[src/rtl/eeprom_slave_pkg.sv]
package eeprom_slave_pkg;
    localparam int unsigned MEM_AW  = 13;
    localparam int unsigned HI_W    = MEM_AW - 8;
    localparam int unsigned BITS    = 8;
    localparam int unsigned CNT_W   = $clog2(BITS + 1);
    localparam logic [7:0]  PAT_KEY = 8'h5A;

    typedef enum logic [2:0] {
        ST_IDLE,
        ST_RX,
        ST_ACK,
        ST_TX,
        ST_RACK
    } bus_st_e;

    typedef enum logic [1:0] {
        PH_DEV,
        PH_WHI,
        PH_WLO
    } rx_phase_e;

    typedef enum logic [1:0] {
        AK_WHI,
        AK_WLO,
        AK_LOAD,
        AK_TX
    } ack_next_e;

    typedef struct packed {
        bus_st_e            st;
        rx_phase_e          phase;
        ack_next_e          ack_to;
        logic [CNT_W-1:0]   cnt;
        logic [7:0]         sh;
        logic [HI_W-1:0]    hi;
        logic [MEM_AW-1:0]  addr;
        logic               oe;
        logic               mack;
    } eng_t;
endpackage

[src/rtl/line_sync_edge.sv]
module line_sync_edge #(
    parameter int unsigned DEPTH = 2
) (
    input  logic clk,
    input  logic rst_n,
    input  logic clk_line_i,
    input  logic dat_line_i,
    output logic clk_s_o,
    output logic dat_s_o,
    output logic clk_rise_o,
    output logic clk_fall_o,
    output logic start_o,
    output logic stop_o
);
    localparam int unsigned LINES = 2;

    logic [LINES-1:0] raw;
    logic [LINES-1:0] sync_v;
    logic [LINES-1:0] prev_q;

    assign raw = {dat_line_i, clk_line_i};

    for (genvar g = 0; g < LINES; g++) begin : g_line
        logic [DEPTH-1:0] chain_q;
        always_ff @(posedge clk or negedge rst_n) begin
            if (!rst_n) chain_q <= '1;
            else        chain_q <= {chain_q[DEPTH-2:0], raw[g]};
        end
        assign sync_v[g] = chain_q[DEPTH-1];
    end

    always_ff @(posedge clk or negedge rst_n) begin
        if (!rst_n) prev_q <= '1;
        else        prev_q <= sync_v;
    end

    assign clk_s_o    = sync_v[0];
    assign dat_s_o    = sync_v[1];
    assign clk_rise_o = sync_v[0] & ~prev_q[0];
    assign clk_fall_o = ~sync_v[0] & prev_q[0];
    assign start_o    = sync_v[0] & prev_q[0] & prev_q[1] & ~sync_v[1];
    assign stop_o     = sync_v[0] & prev_q[0] & ~prev_q[1] & sync_v[1];
endmodule

[src/rtl/eeprom_pattern_rom.sv]
module eeprom_pattern_rom
    import eeprom_slave_pkg::*;
(
    input  logic [MEM_AW-1:0] addr_i,
    output logic [7:0]        data_o
);
    localparam int unsigned PAD = 8 - HI_W;

    logic [7:0] hi_ext;

    assign hi_ext = {{PAD{1'b0}}, addr_i[MEM_AW-1:8]};
    assign data_o = addr_i[7:0] ^ hi_ext ^ PAT_KEY;
endmodule

[src/rtl/eeprom_serial_slave.sv]
module eeprom_serial_slave
    import eeprom_slave_pkg::*;
#(
    parameter logic [3:0]  DEV_CODE   = 4'b1010,
    parameter int unsigned SYNC_DEPTH = 2
) (
    input  logic       clk,
    input  logic       rst_n,
    input  logic       bus_clk_i,
    input  logic       bus_dat_i,
    input  logic [2:0] sel_strap_i,
    output logic       bus_dat_oe_o
);
    logic scl_s, sda_s, scl_rise, scl_fall, start_c, stop_c;
    logic [7:0] rom_q;
    logic [MEM_AW-1:0] addr_cnt;
    eng_t q, d;

    line_sync_edge #(.DEPTH(SYNC_DEPTH)) i_sync (
        .clk        (clk),
        .rst_n      (rst_n),
        .clk_line_i (bus_clk_i),
        .dat_line_i (bus_dat_i),
        .clk_s_o    (scl_s),
        .dat_s_o    (sda_s),
        .clk_rise_o (scl_rise),
        .clk_fall_o (scl_fall),
        .start_o    (start_c),
        .stop_o     (stop_c)
    );

    eeprom_pattern_rom i_rom (
        .addr_i (q.addr),
        .data_o (rom_q)
    );

    always_comb begin
        d = q;
        if (start_c) begin
            d.st    = ST_RX;
            d.phase = PH_DEV;
            d.cnt   = '0;
            d.oe    = 1'b0;
        end else if (stop_c) begin
            d.st  = ST_IDLE;
            d.cnt = '0;
            d.oe  = 1'b0;
        end else begin
            unique case (q.st)
                ST_RX: begin
                    if (scl_rise && (q.cnt != CNT_W'(BITS))) begin
                        d.sh  = {q.sh[6:0], sda_s};
                        d.cnt = q.cnt + 1'b1;
                    end else if (scl_fall && (q.cnt == CNT_W'(BITS))) begin
                        d.cnt = '0;
                        unique case (q.phase)
                            PH_DEV: begin
                                if (q.sh[7:1] == {DEV_CODE, sel_strap_i}) begin
                                    d.st     = ST_ACK;
                                    d.oe     = 1'b1;
                                    d.ack_to = q.sh[0] ? AK_TX : AK_WHI;
                                end else begin
                                    d.st = ST_IDLE;
                                end
                            end
                            PH_WHI: begin
                                d.hi     = q.sh[HI_W-1:0];
                                d.st     = ST_ACK;
                                d.oe     = 1'b1;
                                d.ack_to = AK_WLO;
                            end
                            default: begin
                                d.st     = ST_ACK;
                                d.oe     = 1'b1;
                                d.ack_to = AK_LOAD;
                            end
                        endcase
                    end
                end
                ST_ACK: begin
                    if (scl_fall) begin
                        d.oe = 1'b0;
                        unique case (q.ack_to)
                            AK_WHI: begin
                                d.st    = ST_RX;
                                d.phase = PH_WHI;
                            end
                            AK_WLO: begin
                                d.st    = ST_RX;
                                d.phase = PH_WLO;
                            end
                            AK_LOAD: begin
                                d.addr = {q.hi, q.sh};
                                d.st   = ST_IDLE;
                            end
                            default: begin
                                d.sh   = rom_q;
                                d.oe   = ~rom_q[7];
                                d.addr = q.addr + 1'b1;
                                d.st   = ST_TX;
                                d.cnt  = '0;
                            end
                        endcase
                    end
                end
                ST_TX: begin
                    if (scl_fall) begin
                        if (q.cnt == CNT_W'(BITS - 1)) begin
                            d.st   = ST_RACK;
                            d.oe   = 1'b0;
                            d.mack = 1'b0;
                        end else begin
                            d.sh  = {q.sh[6:0], 1'b0};
                            d.oe  = ~q.sh[6];
                            d.cnt = q.cnt + 1'b1;
                        end
                    end
                end
                ST_RACK: begin
                    if (scl_rise) begin
                        d.mack = ~sda_s;
                    end else if (scl_fall) begin
                        if (q.mack) begin
                            d.sh   = rom_q;
                            d.oe   = ~rom_q[7];
                            d.addr = q.addr + 1'b1;
                            d.st   = ST_TX;
                            d.cnt  = '0;
                        end else begin
                            d.st = ST_IDLE;
                        end
                    end
                end
                default: ;
            endcase
        end
    end

    always_ff @(posedge clk or negedge rst_n) begin
        if (!rst_n) begin
            q <= '{st: ST_IDLE, phase: PH_DEV, ack_to: AK_WHI, cnt: '0,
                   sh: '0, hi: '0, addr: '0, oe: 1'b0, mack: 1'b0};
        end else begin
            q <= d;
        end
    end

    assign addr_cnt     = q.addr;
    assign bus_dat_oe_o = q.oe;
endmodule

[config.mk]
export PLATFORM = sky130hd
export DESIGN_NAME = eeprom_serial_slave
export DESIGN_NICKNAME = d
export VERILOG_FILES = /design/src/rtl/eeprom_slave_pkg.sv /design/src/rtl/line_sync_edge.sv /design/src/rtl/eeprom_pattern_rom.sv /design/src/rtl/eeprom_serial_slave.sv
export SDC_FILE = /design/constraint.sdc
export NUM_CORES = 1
export LEC_CHECK = 0
export ABC_AREA = 1
export BUFFER_PORTS_ARGS = -buffer_cell sky130_fd_sc_hd__buf_2
export CAP_MARGIN = 20
export CORE_MARGIN = 10
export CORE_UTILIZATION = 30
export DETAILED_ROUTE_END_ITERATION = 10
export HOLD_SLACK_MARGIN = 0.02
export SLEW_MARGIN = 20
export SYNTH_ARGS = -nofsm -noshare
export SYNTH_HDL_FRONTEND = slang
export SYNTH_HIERARCHICAL = 1
export SYNTH_SLANG_ARGS = --single-unit
[constraint.sdc]
create_clock -name clk -period 2 [get_ports clk]
set_input_delay 0.5 -clock clk [delete_from_list [all_inputs] [get_ports clk]]
set_output_delay 0.5 -clock clk [all_outputs]
set_load 0.1 [all_outputs]
Word level (Yosys, flattened, before mapping) --
Cells that the tools add are included.
Word-level totals: latch bits 0, register bits 45, input bits 7, memories kept 0, ROM bits 0, memory bits (writable) 0
Operators by class: $add $sub $neg 2, multipliers 0, equal/unequal tests 36, bitwise gates (word level) 18, shift operators 0, reduce and logical (&&, ||, !) cells 22, multiplexer cells 54, $lt $le $gt $ge 0, divide/modulo/power cells 0
Operator list (number):
- 2-to-1 mux 12 bit | 7
- 2-to-1 mux 14 bit | 4
- one-hot mux 13 bit (2 select lines) | 2
- one-hot mux 12 bit (4 select lines) | 1
- != test 4 x 2 -> 1 bit, second input constant | 10
- != test 2 bit, second input constant | 12
- 2-to-1 mux 3 bit | 7
- 2-to-1 mux 2 bit | 9
- AND reduction 6 bit | 3
- AND reduction 9 bit | 2
- 2-to-1 mux 4 bit | 4
- AND reduction 8 bit | 2
- adder 13 x 1 -> 13 bit, second input constant | 1
- one-hot mux 2 bit (2 select lines) | 3
- one-hot mux 3 bit (4 select lines) | 1
- AND reduction 11 bit | 1
- 2-to-1 mux 1 bit | 10
- 2-to-1 mux 5 bit | 2
- != test 5 x 3 -> 1 bit, second input constant | 2
- inverter 1 bit | 9
- 2-to-1 mux 8 bit | 1
- nonzero test 2 bit | 4
- bitwise XOR 8 x 5 -> 8 bit | 1
- bitwise AND 1 bit | 7
- other kinds (23) | 27

Logic depth before layout (Yosys ltp) --
Gate-level depths: netlist of the first run.
word-level depth 8, gate-level depth with buffers 12, mapped depth without buffers 12

Cells and area by module --
Netlist of the first run, hierarchy kept.
By module, submodules not included:
- eeprom_serial_slave | area an instance 2701.3 um^2, times used 1, sequential area each 975.9 um^2, cells each 402
- line_sync_edge | area an instance 198.9 um^2, times used 1, sequential area each 157.7 um^2, cells each 17
- eeprom_pattern_rom | area an instance 112.6 um^2, times used 1, sequential area each 0.0 um^2, cells each 28

Worst setup path after synthesis of the first run --
Ideal clock, no wire load.
kind register -> register, start point register i_sync.prev_q[0], end point register q, in the netlist addr_cnt[5], data arrival time 1.568 ns, setup time 0.118 ns, buffers on the path 1, clock period less this slack 1.686 ns, required time 1.882 ns, cell stages (with the launch flop) 11, slack 0.314 ns, cells stage by stage dfstp_2 > inv_1 > nor2_1 > inv_1 > o21ai_1 > nand2_1 > nor2_4 > nand2_2 > buf_4 > nand2_1 > nand2_1
On the way: elaborated cells on any way between the ends 14
RTL lines:
- start, declared | RTL line line_sync_edge.sv:19 | logic [LINES-1:0] prev_q;
- start signal, assigned | RTL line line_sync_edge.sv:34 | else prev_q <= sync_v;
- bitwise AND 1 bit (*) | RTL line line_sync_edge.sv:40 | assign clk_fall_o = ~sync_v[0] & prev_q[0];
- via scl_fall | RTL line eeprom_serial_slave.sv:14 | logic scl_s, sda_s, scl_rise, scl_fall, start_c, stop_c;
- != test 2 bit (no source line)
- AND reduction 8 bit (no source line) (*)
- end signal, assigned | RTL line eeprom_serial_slave.sv:141 | q <= '{st: ST_IDLE, phase: PH_DEV, ack_to: AK_WHI, cnt: '0,
- end, declared | RTL line eeprom_serial_slave.sv:17 | eng_t q, d;
The timed path passes the listed nets; every way through them passes the cells marked *. A chain may end at the register's enable or synchronous reset.

Worst setup path in the final report of the first run --
start point register q[36] in the netlist's numbering, end point register q, in the netlist addr_cnt[12]
On the way: cells in the longest elaborated chain, start to end 3, elaborated cells on any way between the ends 10
RTL lines:
- equality test 3 x 2 -> 1 bit / equality test 3 bit (equally long branches) | RTL line eeprom_serial_slave.sv:49 | unique case (q.st)
- != test 2 bit (no source line) / nonzero test 2 bit (equally long branches)
- AND reduction 8 bit (no source line)
Several ways; a longest one is shown, not always the timed one.

==> impl_metrics.toml, run 1 <==
[synth]
synth-seq-cells = 45
ys_top_cells_by_count = "146 x sky130_fd_sc_hd__nand2_1, 64 x sky130_fd_sc_hd__inv_1, 43 x sky130_fd_sc_hd__nand3_1, 42 x sky130_fd_sc_hd__nor2_1, 39 x sky130_fd_sc_hd__dfrtp_1"
syn-instance-count = 447
yosys-top-cells-area = "sky130_fd_sc_hd__dfrtp_1 32%, sky130_fd_sc_hd__nand2_1 18%, sky130_fd_sc_hd__inv_1 8.0%"
synth_top_area_cell = "sky130_fd_sc_hd__dfrtp_1"
synth.mux.area_fraction_pct = 0
yosys.area.top_type_share_pct = 32.39
synth_compound_area_share_pct = 10.42
synth.distinct_cells = 35
yosys.cell_count.top_type = "sky130_fd_sc_hd__nand2_1"
post_synth_xor_area_fraction_pct = 0.5814
net_count_after_synthesis = 457
synth_simple_gate_area_share_pct = 39.24
post_synth.cell_area_avg_um2 = 6.740
synth_seq_area_share_pct = 37.62
synthArstFlopShare_pct = 100.0
yosys_warnings = 6
synth_enable_flop_cells = 0
synth_ff_type = "sky130_fd_sc_hd__dfrtp_1"
largest_family_of_logic_cells_by_synthesized_area = "simple AND/OR/NAND/NOR gates"
share_of_synthesized_cell_area_in_full_adder_half_adder_and_majority_cells_pct = 1.246
syn-cell-area_um2 = 3013

[clock_network]
number_of_clock_buffers_inserted_by_tritoncts = 5
cts_tree = "built"
cts_buffer_depth = 2
clock_sink_count = 45
cts_max_level = 2
insertion_delay_ns = 0.31
root_buffer = "sky130_fd_sc_hd__clkbuf_8"
post-cts-setup-buffer-count = 0
worst_setup_hold_path_clk_slew_ns = 0.09

[run]
max_cap_viol_count = 0

[cells_and_area]
multiInputGateArea_um2 = 1583
layout-area-overhead-vs-synth_pct = 10.67
antenna_cells = 0
fin_area_um2 = 3334
total_area_of_sequential_cells_um2 = 1134
postLayoutCoreUtil_pct = 34.11
nFillCells = 1064
post_route_cells_drive_above_1_share_pct = 13.23
number_of_nets_in_the_final_layout = 470
instances_no_fill = 594

[sta]
period_needed_ns = 1.831
totalNegativeSetupSlack_ns = 0
max_slew.worst_pin.slew_ns = 0.4868
finClkSkew_ns = 0.007233
rsz0062_at_grt = "false"
setup-violations-final = 0
post-route-period-util_pct = 91.55
fin_hold_ws_ns = 0.1288
timing_max_transition_violations_final = 0
achievable_frequency_ghz = 0.5461
timing_hold_violations_final = 0
slew_headroom_pct = 67.77

[floorplan]
ioPinCount = 8
initial_core_util_pct = 30.82
die_h_um = 120.2
row_count = 36
core_region_area_um2 = 9774
die_area_um2 = 14450
die_w_um = 120.2

[placed_design]
dp.final_hpwl_um = 5686
port-buffer-count = 7
place_area_um2 = 3221
place_congestion = 0.9687
placed_cells_incl_taps = 586

[global_route]
grt_util_met2_pct = 18.12
groute.layer.met1.usage_pct = 13.13
top_usage_layer = "met2"
groute.usage.overall_pct = 10.51
grt_start_max_net_pins = 28
grt-ovfl-total = 0
antenna_violations_before_repair = 0
grt_pass1_wl_um = 12850
gr-usage-met3_pct = 2.094
vias_in_the_first_global_route = 2776

[worst_setup_path]
cp_cell_sequence = "nor2_2, nand2_4, nand2_1, inv_2, a21oi_1, o21ai_0, nand2_1, nand2_1"
required_ns = 2.21
critPathMaxStageDelay_ns = 0.47
cp-startpoint = "q[36]$_DFFE_PN0P_"
cp.arrival_ns = 2.04
timing.critical_path.to = "addr_cnt[12]$_DFFE_PN0P_"
critical_path.n_buffers_inverters = 1
critPathSlowestCell = "sky130_fd_sc_hd__dfrtp_1"
ff2ff_setup_slack_ns = 0.17
criticalPathCategory = "reg2reg"
cpMostUsedCell = "sky130_fd_sc_hd__nand2_1"
crit_end_category = "flop"
critical_path_peak_fanout = 12
worstReg2RegEnd = "addr_cnt[12]$_DFFE_PN0P_"
cp-start-kind = "flop"
cp_top_family = "simple AND/OR/NAND/NOR gates"
path_depth = 8
cell_count_of_the_worst_reg_to_reg_path = 8
worst_r2r_startpoint = "q[36]$_DFFE_PN0P_"

[hold_path]
timing.hold.worst.class = "in2async"

[route]
ant_nets = 0
drc = 0
firstDrtPassIters = 4
detailroute.via_count = 2799
routed_wirelength_um = 7411
drt_iter0_markers = 246
drt-vias-per-instance = 4.712
wl_per_cell_um = 12.48

[status]
run_status = "completed"

[pwr]
power-per-cell-area_nw_per_um2 = 902.5
max-vdd-ir-drop_mv = 0.3656
static-leakage-power_nw = 1.675
where the power goes:
part,switching [mW],total (mW),internal [mW],leakage [nW]
Sequential,0.159,1.22,1.06,0.580
Clock,0.331,0.574,0.243,0.0450
Combinational,0.816,1.21,0.397,1.05
worst reg2reg max path, delay by kind of cell (launching register included):
family | cells | cell delay, ns
AOI/OAI and AO/OA | 2 | 0.25
DFF | 1 | 0.47
and+or+nand+nor | 5 | 0.89
buffers and inverters | 1 | 0.14
what timing repair did:
item	4_1_cts	5_1_grt
resized for setup	0	8
endpoints found under the setup margin	0	24
hold buffers	0	0
placed cells by master (no fill, tap or decap), drive strengths merged, types with 9 or more instances in the layout:
cell,n
nand4,11
nor2,49
nand2,152
buf,16
dfrtp,39
nand3,45
o21ai,39
a21oi,9
inv,67
sequential cells by signal (all words and copies together), names as in the netlist:
name                   count
addr_cnt                  13
bus_dat_oe_o               1
q                         25
i_sync/prev_q              2
i_sync/g_line.chain_q      4
through the flow:
| step | power (mW) | worst slack, ns |
|---|---|---|
| 2_1_floorplan | 2.114 | 0.3137 |
| 3_3_place_gp | 2.398 | 0.1684 |
| 3_5_place_dp | 2.425 | 0.07474 |
| 4_1_cts | 2.999 | 0.04615 |
| 5_1_grt | 3.280 | 0.009627 |
| 6_report | 3.010 | 0.1690 |
worst min-delay path by stage:
| stage | from | end | slack [ns] | cells after the start |
|---|---|---|---|---|
| 6_report | rst_n | addr_cnt[9]$_DFFE_PN0P_ | 0.13 | 1 |
| 2_1_floorplan | rst_n | addr_cnt[0]$_DFFE_PN0P_ | 0.20 | 0 |
| 5_1_grt | rst_n | addr_cnt[9]$_DFFE_PN0P_ | 0.16 | 1 |
| 3_3_place_gp | i_sync/g_line[0].chain_q[0]$_DFF_PN1_ | i_sync/g_line[0].chain_q[1]$_DFF_PN1_ | 0.35 | 0 |
| 3_5_place_dp | i_sync/g_line[0].chain_q[0]$_DFF_PN1_ | i_sync/g_line[0].chain_q[1]$_DFF_PN1_ | 0.35 | 0 |
| 4_1_cts | rst_n | addr_cnt[9]$_DFFE_PN0P_ | 0.14 | 1 |
cells by family after synthesis:
family / Yosys count
buf+inv: 77
xor+xnor: 2
flops: 45
simple gates: 265
fa+ha+maj: 3
compound gates: 55
layer usage:
layer  wire length (um)  vias up
met1               3492     1292
met4                 97        0
li1                   -     1432
met2               3513       65
met5                  0        -
met3                307       10
area by class of cell:
type / instances / area share (%)
repair buffers: 16 / 3.452
clock buffers: 6 / 2.176
multi-input cells: 325 / 47.47
inverters: 67 / 7.617
flip-flops and latches: 45 / 34.00
clock inverters: 2 / 0.3002
well taps: 133 / 4.991
Note: power is estimated with default switching activity, not from simulation.
==> run 2, diff against run 1 <==
--- a/config.mk
+++ b/config.mk
@@ -8,7 +8,7 @@
 export ABC_AREA = 1
 export BUFFER_PORTS_ARGS = -buffer_cell sky130_fd_sc_hd__buf_2
 export CAP_MARGIN = 20
-export CORE_MARGIN = 10
+export CORE_MARGIN = 2
 export CORE_UTILIZATION = 30
 export DETAILED_ROUTE_END_ITERATION = 10
 export HOLD_SLACK_MARGIN = 0.02
==> run 2 against run 1 <==
Net effect:
- total power rose by 1.1%
- register-to-register slack improved by 0.03 ns
- critical endpoint is now q[30]$_DFFE_PN0P_
- flip-flop and latch count unchanged
- critical path depth is 2 higher
- setup slack better by 0.028 ns
- clock power increased by 5.2%
- largest cell class unchanged
==> impl_metrics.toml, run 2 (synthesis gave the netlist of run 1 again) <==
[sta]
totalNegativeSetupSlack_ns = 0
timing_hold_violations_final = 0
achievable_frequency_ghz = 0.5548
slew_headroom_pct = 61.11
setup-violations-final = 0
finClkSkew_ns = 0.009706
post-route-period-util_pct = 90.13
final.setup.worst_slack_ns = 0.1975
period_needed_ns = 1.803
timing_max_transition_violations_final = 0
max_slew.worst_pin.slew_ns = 0.5834

[clock_network]
insertion_delay_ns = 0.30
post_cts_hold_buffer_count = 0
cts_buffer_depth = 2
cts_max_level = 2
worst_setup_hold_path_clk_slew_ns = 0.09
cts_tree = "built"
post-cts-setup-buffer-count = 0
number_of_clock_buffers_inserted_by_tritoncts = 5
root_buffer = "sky130_fd_sc_hd__clkbuf_8"
cts.repair.resized = 0
clock_sink_count = 45

[worst_setup_path]
worstReg2RegEnd = "q[30]$_DFFE_PN0P_"
ff2ff_setup_slack_ns = 0.20
cp.arrival_ns = 1.98
worst_r2r_startpoint = "i_sync/g_line[0].chain_q[1]$_DFF_PN1_"
criticalPathCategory = "reg2reg"
cp_cell_sequence = "nand2_1, nor2_2, nor2_4, buf_4, nand3_1, nand2_1, nor2_2, nand2_2, nand2_1, o21ai_1"
cell_count_of_the_worst_reg_to_reg_path = 10
critical_path_peak_fanout = 9
crit_end_category = "flop"
required_ns = 2.18
cp-startpoint = "i_sync/g_line[0].chain_q[1]$_DFF_PN1_"
critPathMaxStageDelay_ns = 0.57
cp-start-kind = "flop"
cpMostUsedCell = "sky130_fd_sc_hd__nand2_1"
timing.critical_path.to = "q[30]$_DFFE_PN0P_"
critPathSlowestCell = "sky130_fd_sc_hd__dfstp_2"

[route]
wl_per_cell_um = 12.08
detailroute.via_count = 2782
firstDrtPassIters = 4
ant_nets = 0
drt_iter0_markers = 207
routed_wirelength_um = 7189
drc = 0
drt-vias-per-instance = 4.676

[floorplan]
ioPinCount = 8
die_area_um2 = 10860
core_region_area_um2 = 9774
die_w_um = 104.2
die_h_um = 104.2
row_count = 36
initial_core_util_pct = 30.82

[pwr]
static-leakage-power_nw = 1.685
power.switching_mw = 1.293
design_power_total_mw = 3.043
cellInternalPower_mw = 1.750
power_switching_share_pct = 42.50
combPwrFrac_pct = 40.0
share_of_power_burned_in_registers_pct = 40.1
share_clk_of_total_power_pct = 19.8
power-per-cell-area_nw_per_um2 = 902.8
max-vdd-ir-drop_mv = 0.3146

[cells_and_area]
registers.top_by_ff_count = "q"
number_of_nets_in_the_final_layout = 471
antenna_cells = 0
post_route_cells_drive_above_1_share_pct = 13.42
mostFrequentLayoutCell = "sky130_fd_sc_hd__nand2_1"
final_cell_mix = "146 x sky130_fd_sc_hd__nand2_1, 64 x sky130_fd_sc_hd__inv_1, 43 x sky130_fd_sc_hd__nand3_1"
layout-area-overhead-vs-synth_pct = 11.88
nFillCells = 1046
largest_reg_flops = 25
instances_no_fill = 595

[placed_design]
dp.final_hpwl_um = 5523
port-buffer-count = 7
placement.setup.worst_slack_ns = 0.05912
placed_cells_incl_taps = 587
place_congestion = 0.8920

[global_route]
vias_in_the_first_global_route = 2668
grt_pass1_wl_um = 12380
antenna_violations_before_repair = 0
grt_start_max_net_pins = 24
groute.usage.overall_pct = 13.83
grt-ovfl-total = 0

[status]
run_status = "completed"

[hold_path]
timing.hold.worst.class = "in2async"

[run]
max_cap_viol_count = 0
## run 2: changes by cell type in the layout (fill, tap and decap cells not counted)
cell                         previous run  this run
sky130_fd_sc_hd__nand2_2                2         3
sky130_fd_sc_hd__clkinvlp_4             0         1
sky130_fd_sc_hd__nand2_4                4         3
sky130_fd_sc_hd__clkinv_2               2         0
sky130_fd_sc_hd__nor2_4                 3         5
sky130_fd_sc_hd__buf_12                 1         2
sky130_fd_sc_hd__clkbuf_8               5         6
sky130_fd_sc_hd__nor2_2                 9         7
## run 2: final cells by class
cell class                 instances  area [um^2]  share of cell area, %
multi-input combinational        325         1588                  47.10
sequential                        45         1134                  33.63
inverter                          67        254.0                  7.535
tap                              133        166.4                  4.937
timing repair buffer              17        135.1                  4.009
clock buffer                       7        86.33                  2.561
clock inverter                     1        7.507                 0.2227
## run 2: worst min path at each step
stage,to,slack (ns)
floorplan,addr_cnt[0]$_DFFE_PN0P_,0.20
global placement,i_sync/g_line[0].chain_q[1]$_DFF_PN1_,0.35
detailed placement,i_sync/g_line[0].chain_q[1]$_DFF_PN1_,0.35
CTS,addr_cnt[11]$_DFFE_PN0P_,0.20
global route,addr_cnt[11]$_DFFE_PN0P_,0.22
finish,addr_cnt[11]$_DFFE_PN0P_,0.19
## run 2: layer usage
layer | vias up | track usage [%] | wire length, um
met4 | 0 | 4.537 | 177
met2 | 47 | 23.45 | 3294
met1 | 1279 | 17.74 | 3514
met3 | 14 | 2.569 | 203
li1 | 1442 | - | -
met5 | - | 0 | 0
## run 2: power by group through the flow
stage | logic (mW) | clock network, mW | registers, mW
finish | 1.22 | 0.604 | 1.22
floorplan | 0.844 | 0 | 1.27
detailed placement | 1.19 | 0 | 1.24
CTS | 1.20 | 0.632 | 1.22
global route | 1.40 | 0.666 | 1.25
global placement | 1.18 | 0 | 1.24
## run 2: stage by stage
stage	instance area, um^2	hold slack [ns]	util, %
6_report	3371	0.1916	34.49
5_1_grt	3371	0.2230	34.49
4_1_cts	3334	0.2030	34.11
3_5_place_dp	3241	0.3513	33.15
3_3_place_gp	3241	0.3481	33.15
2_1_floorplan	3013	0.2044	-
## run 2: worst max-delay path, delay by kind of cell (launching register included)
family          cells  cell delay, ns
simple gates        8            0.90
compound gates      1            0.05
flops               1            0.57
buf+inv             1            0.17
==> run 3, diff against run 2 <==
==> constraint.sdc (replaced) <==
create_clock -name clk -period 2.1 [get_ports clk]
set_input_delay 0.525 -clock clk [delete_from_list [all_inputs] [get_ports clk]]
set_output_delay 0.525 -clock clk [all_outputs]
set_load 0.1 [all_outputs]
==> run 3 against run 2 <==
Net effect:
- die area did not move
- critical path depth up 1
- maximum frequency shrank 2.4%
- count of clock-buffer cells in the layout down 2
- final area down 1.6%
- total power shrank 5.5%
- non-clock buffer count decreased by 2
==> impl_metrics.toml, run 3 (synthesis gave the netlist of run 1 again) <==
[status]
run_status = "completed"

[placed_design]
place_congestion = 0.9463
dp.final_hpwl_um = 5562
placement.setup.worst_slack_ns = 0.1929
port-buffer-count = 7
placed_cells_incl_taps = 585

[clock_network]
cts_max_level = 2
cts_buffer_depth = 2
root_buffer = "sky130_fd_sc_hd__clkbuf_8"
insertion_delay_ns = 0.32
cts_tree = "built"
number_of_clock_buffers_inserted_by_tritoncts = 5
worst_setup_hold_path_clk_slew_ns = 0.09
clock_sink_count = 45
post_cts_hold_buffer_count = 0

[route]
drt-vias-per-instance = 4.826
firstDrtPassIters = 5
drt_iter0_markers = 208
metal1_wirelength_um = 3391
drc = 0
wl_per_cell_um = 12.42
wire_length_on_met3_um = 382
dr_wl_met2_um = 3473
top_layer = "met4"
detailroute.via_count = 2862
ant_nets = 0
routed_wirelength_um = 7366

[sta]
final.setup.worst_slack_ns = 0.2527
max_slew.worst_pin.slew_ns = 0.5610
timing_max_transition_violations_final = 0
rsz0062_at_grt = "false"
post-route-period-util_pct = 87.96
finClkSkew_ns = 0.01000
slew_headroom_pct = 62.60
totalNegativeSetupSlack_ns = 0
achievable_frequency_ghz = 0.5413
period_needed_ns = 1.847
timing_hold_violations_final = 0
setup-violations-final = 0

[run]
max_cap_viol_count = 0

[cells_and_area]
antenna_cells = 0
final_cell_mix = "146 x sky130_fd_sc_hd__nand2_1, 64 x sky130_fd_sc_hd__inv_1, 43 x sky130_fd_sc_hd__nand3_1"
post_route_cells_drive_above_1_share_pct = 12.39
number_of_nets_in_the_final_layout = 469
mostFrequentLayoutCell = "sky130_fd_sc_hd__nand2_1"
instances_no_fill = 593
layout-area-overhead-vs-synth_pct = 10.05
registers.top_by_ff_count = "q"
largest_reg_flops = 25
nFillCells = 1089

[worst_setup_path]
critical_path_peak_fanout = 6
criticalPathCategory = "reg2reg"
cp-startpoint = "i_sync/g_line[1].chain_q[1]$_DFF_PN1_"
ff2ff_setup_slack_ns = 0.25
cell_count_of_the_worst_reg_to_reg_path = 11
required_ns = 2.29
cpMostUsedCell = "sky130_fd_sc_hd__nand2_1"
cp-start-kind = "flop"
path_depth = 11
cp.arrival_ns = 2.04
crit_end_category = "flop"
critical_path.n_buffers_inverters = 2
worst_r2r_startpoint = "i_sync/g_line[1].chain_q[1]$_DFF_PN1_"
timing.critical_path.to = "q[38]$_DFFE_PN0P_"
critPathSlowestCell = "sky130_fd_sc_hd__dfstp_2"
critPathMaxStageDelay_ns = 0.57
cp_top_family = "simple AND/OR/NAND/NOR gates"
worstReg2RegEnd = "q[38]$_DFFE_PN0P_"
cp_cell_sequence = "inv_1, nand2_1, nor2_2, nor2_1, inv_1, nor2_4, nand2_1, nand3_1, nor2_1, nand2_1, o21ai_0"

[floorplan]
core_region_area_um2 = 9774
die_w_um = 104.2
ioPinCount = 8
initial_core_util_pct = 30.82
die_h_um = 104.2
die_area_um2 = 10860
row_count = 36

[global_route]
antenna_violations_before_repair = 0
groute.usage.overall_pct = 14.74
grt_start_max_net_pins = 25
grt-ovfl-total = 0
vias_in_the_first_global_route = 2779
grt_pass1_wl_um = 13140

[pwr]
power-per-cell-area_nw_per_um2 = 866.9
static-leakage-power_nw = 1.666
max-vdd-ir-drop_mv = 0.3460

[hold_path]
timing.hold.worst.class = "in2async"
run 3: changes by cell type in the layout (fill, tap and decap cells not counted), sizes merged:
cell    before  now
buf         17   15
clkbuf       7    5
clkinv       0    2
run 3: worst min path at each step:
stage | to | cells after the start | slack [ns] | from
6_report | addr_cnt[11]$_DFFE_PN0P_ | 1 | 0.18 | rst_n
5_1_grt | addr_cnt[11]$_DFFE_PN0P_ | 1 | 0.23 | rst_n
4_1_cts | addr_cnt[11]$_DFFE_PN0P_ | 1 | 0.21 | rst_n
3_5_place_dp | i_sync/g_line[0].chain_q[1]$_DFF_PN1_ | 0 | 0.35 | i_sync/g_line[0].chain_q[0]$_DFF_PN1_
3_3_place_gp | i_sync/g_line[0].chain_q[1]$_DFF_PN1_ | 0 | 0.35 | i_sync/g_line[0].chain_q[0]$_DFF_PN1_
2_1_floorplan | addr_cnt[0]$_DFFE_PN0P_ | 0 | 0.23 | rst_n
run 3: what timing repair did:
| item | 4_1_cts | 5_1_grt |
|---|---|---|
| gates resized for setup | 0 | 3 |
| setup endpoints to repair | 0 | 11 |
| setup buffers | 0 | 0 |
run 3: per-layer routing:
metal	up-vias	GRT usage, %
met3	12	2.506
met1	1327	19.59
met4	0	5.309
met2	89	24.11
met5	-	0
li1	1434	-
run 3: area by class of cell:
type | instances | area [um^2] | area share (%)
clock inverters | 3 | 17.52 | 0.5283
clock buffers | 5 | 68.82 | 2.075
well taps | 133 | 166.4 | 5.019
inverters | 67 | 254.0 | 7.660
multi-input cells | 325 | 1568 | 47.28
flip-flops and latches | 45 | 1134 | 34.19
repair buffers | 15 | 107.6 | 3.245
run 3: stage by stage:
step / hold slack [ns] / power (mW) / instance area [um^2] / util [%]
after floorplan: 0.2294 / 2.014 / 3013 / -
after global placement: 0.3483 / 2.300 / 3213 / 32.87
after detailed placement: 0.3521 / 2.315 / 3213 / 32.87
after CTS: 0.2143 / 2.884 / 3299 / 33.76
after global routing: 0.2332 / 3.120 / 3316 / 33.92
final: 0.1848 / 2.874 / 3316 / 33.92
run 3: report_power, final:
part	switching [mW]	internal (mW)	leakage, nW
logic	0.800	0.366	1.04
clock network	0.333	0.231	0.0439
registers	0.132	1.01	0.580
total	1.27	1.61	1.67
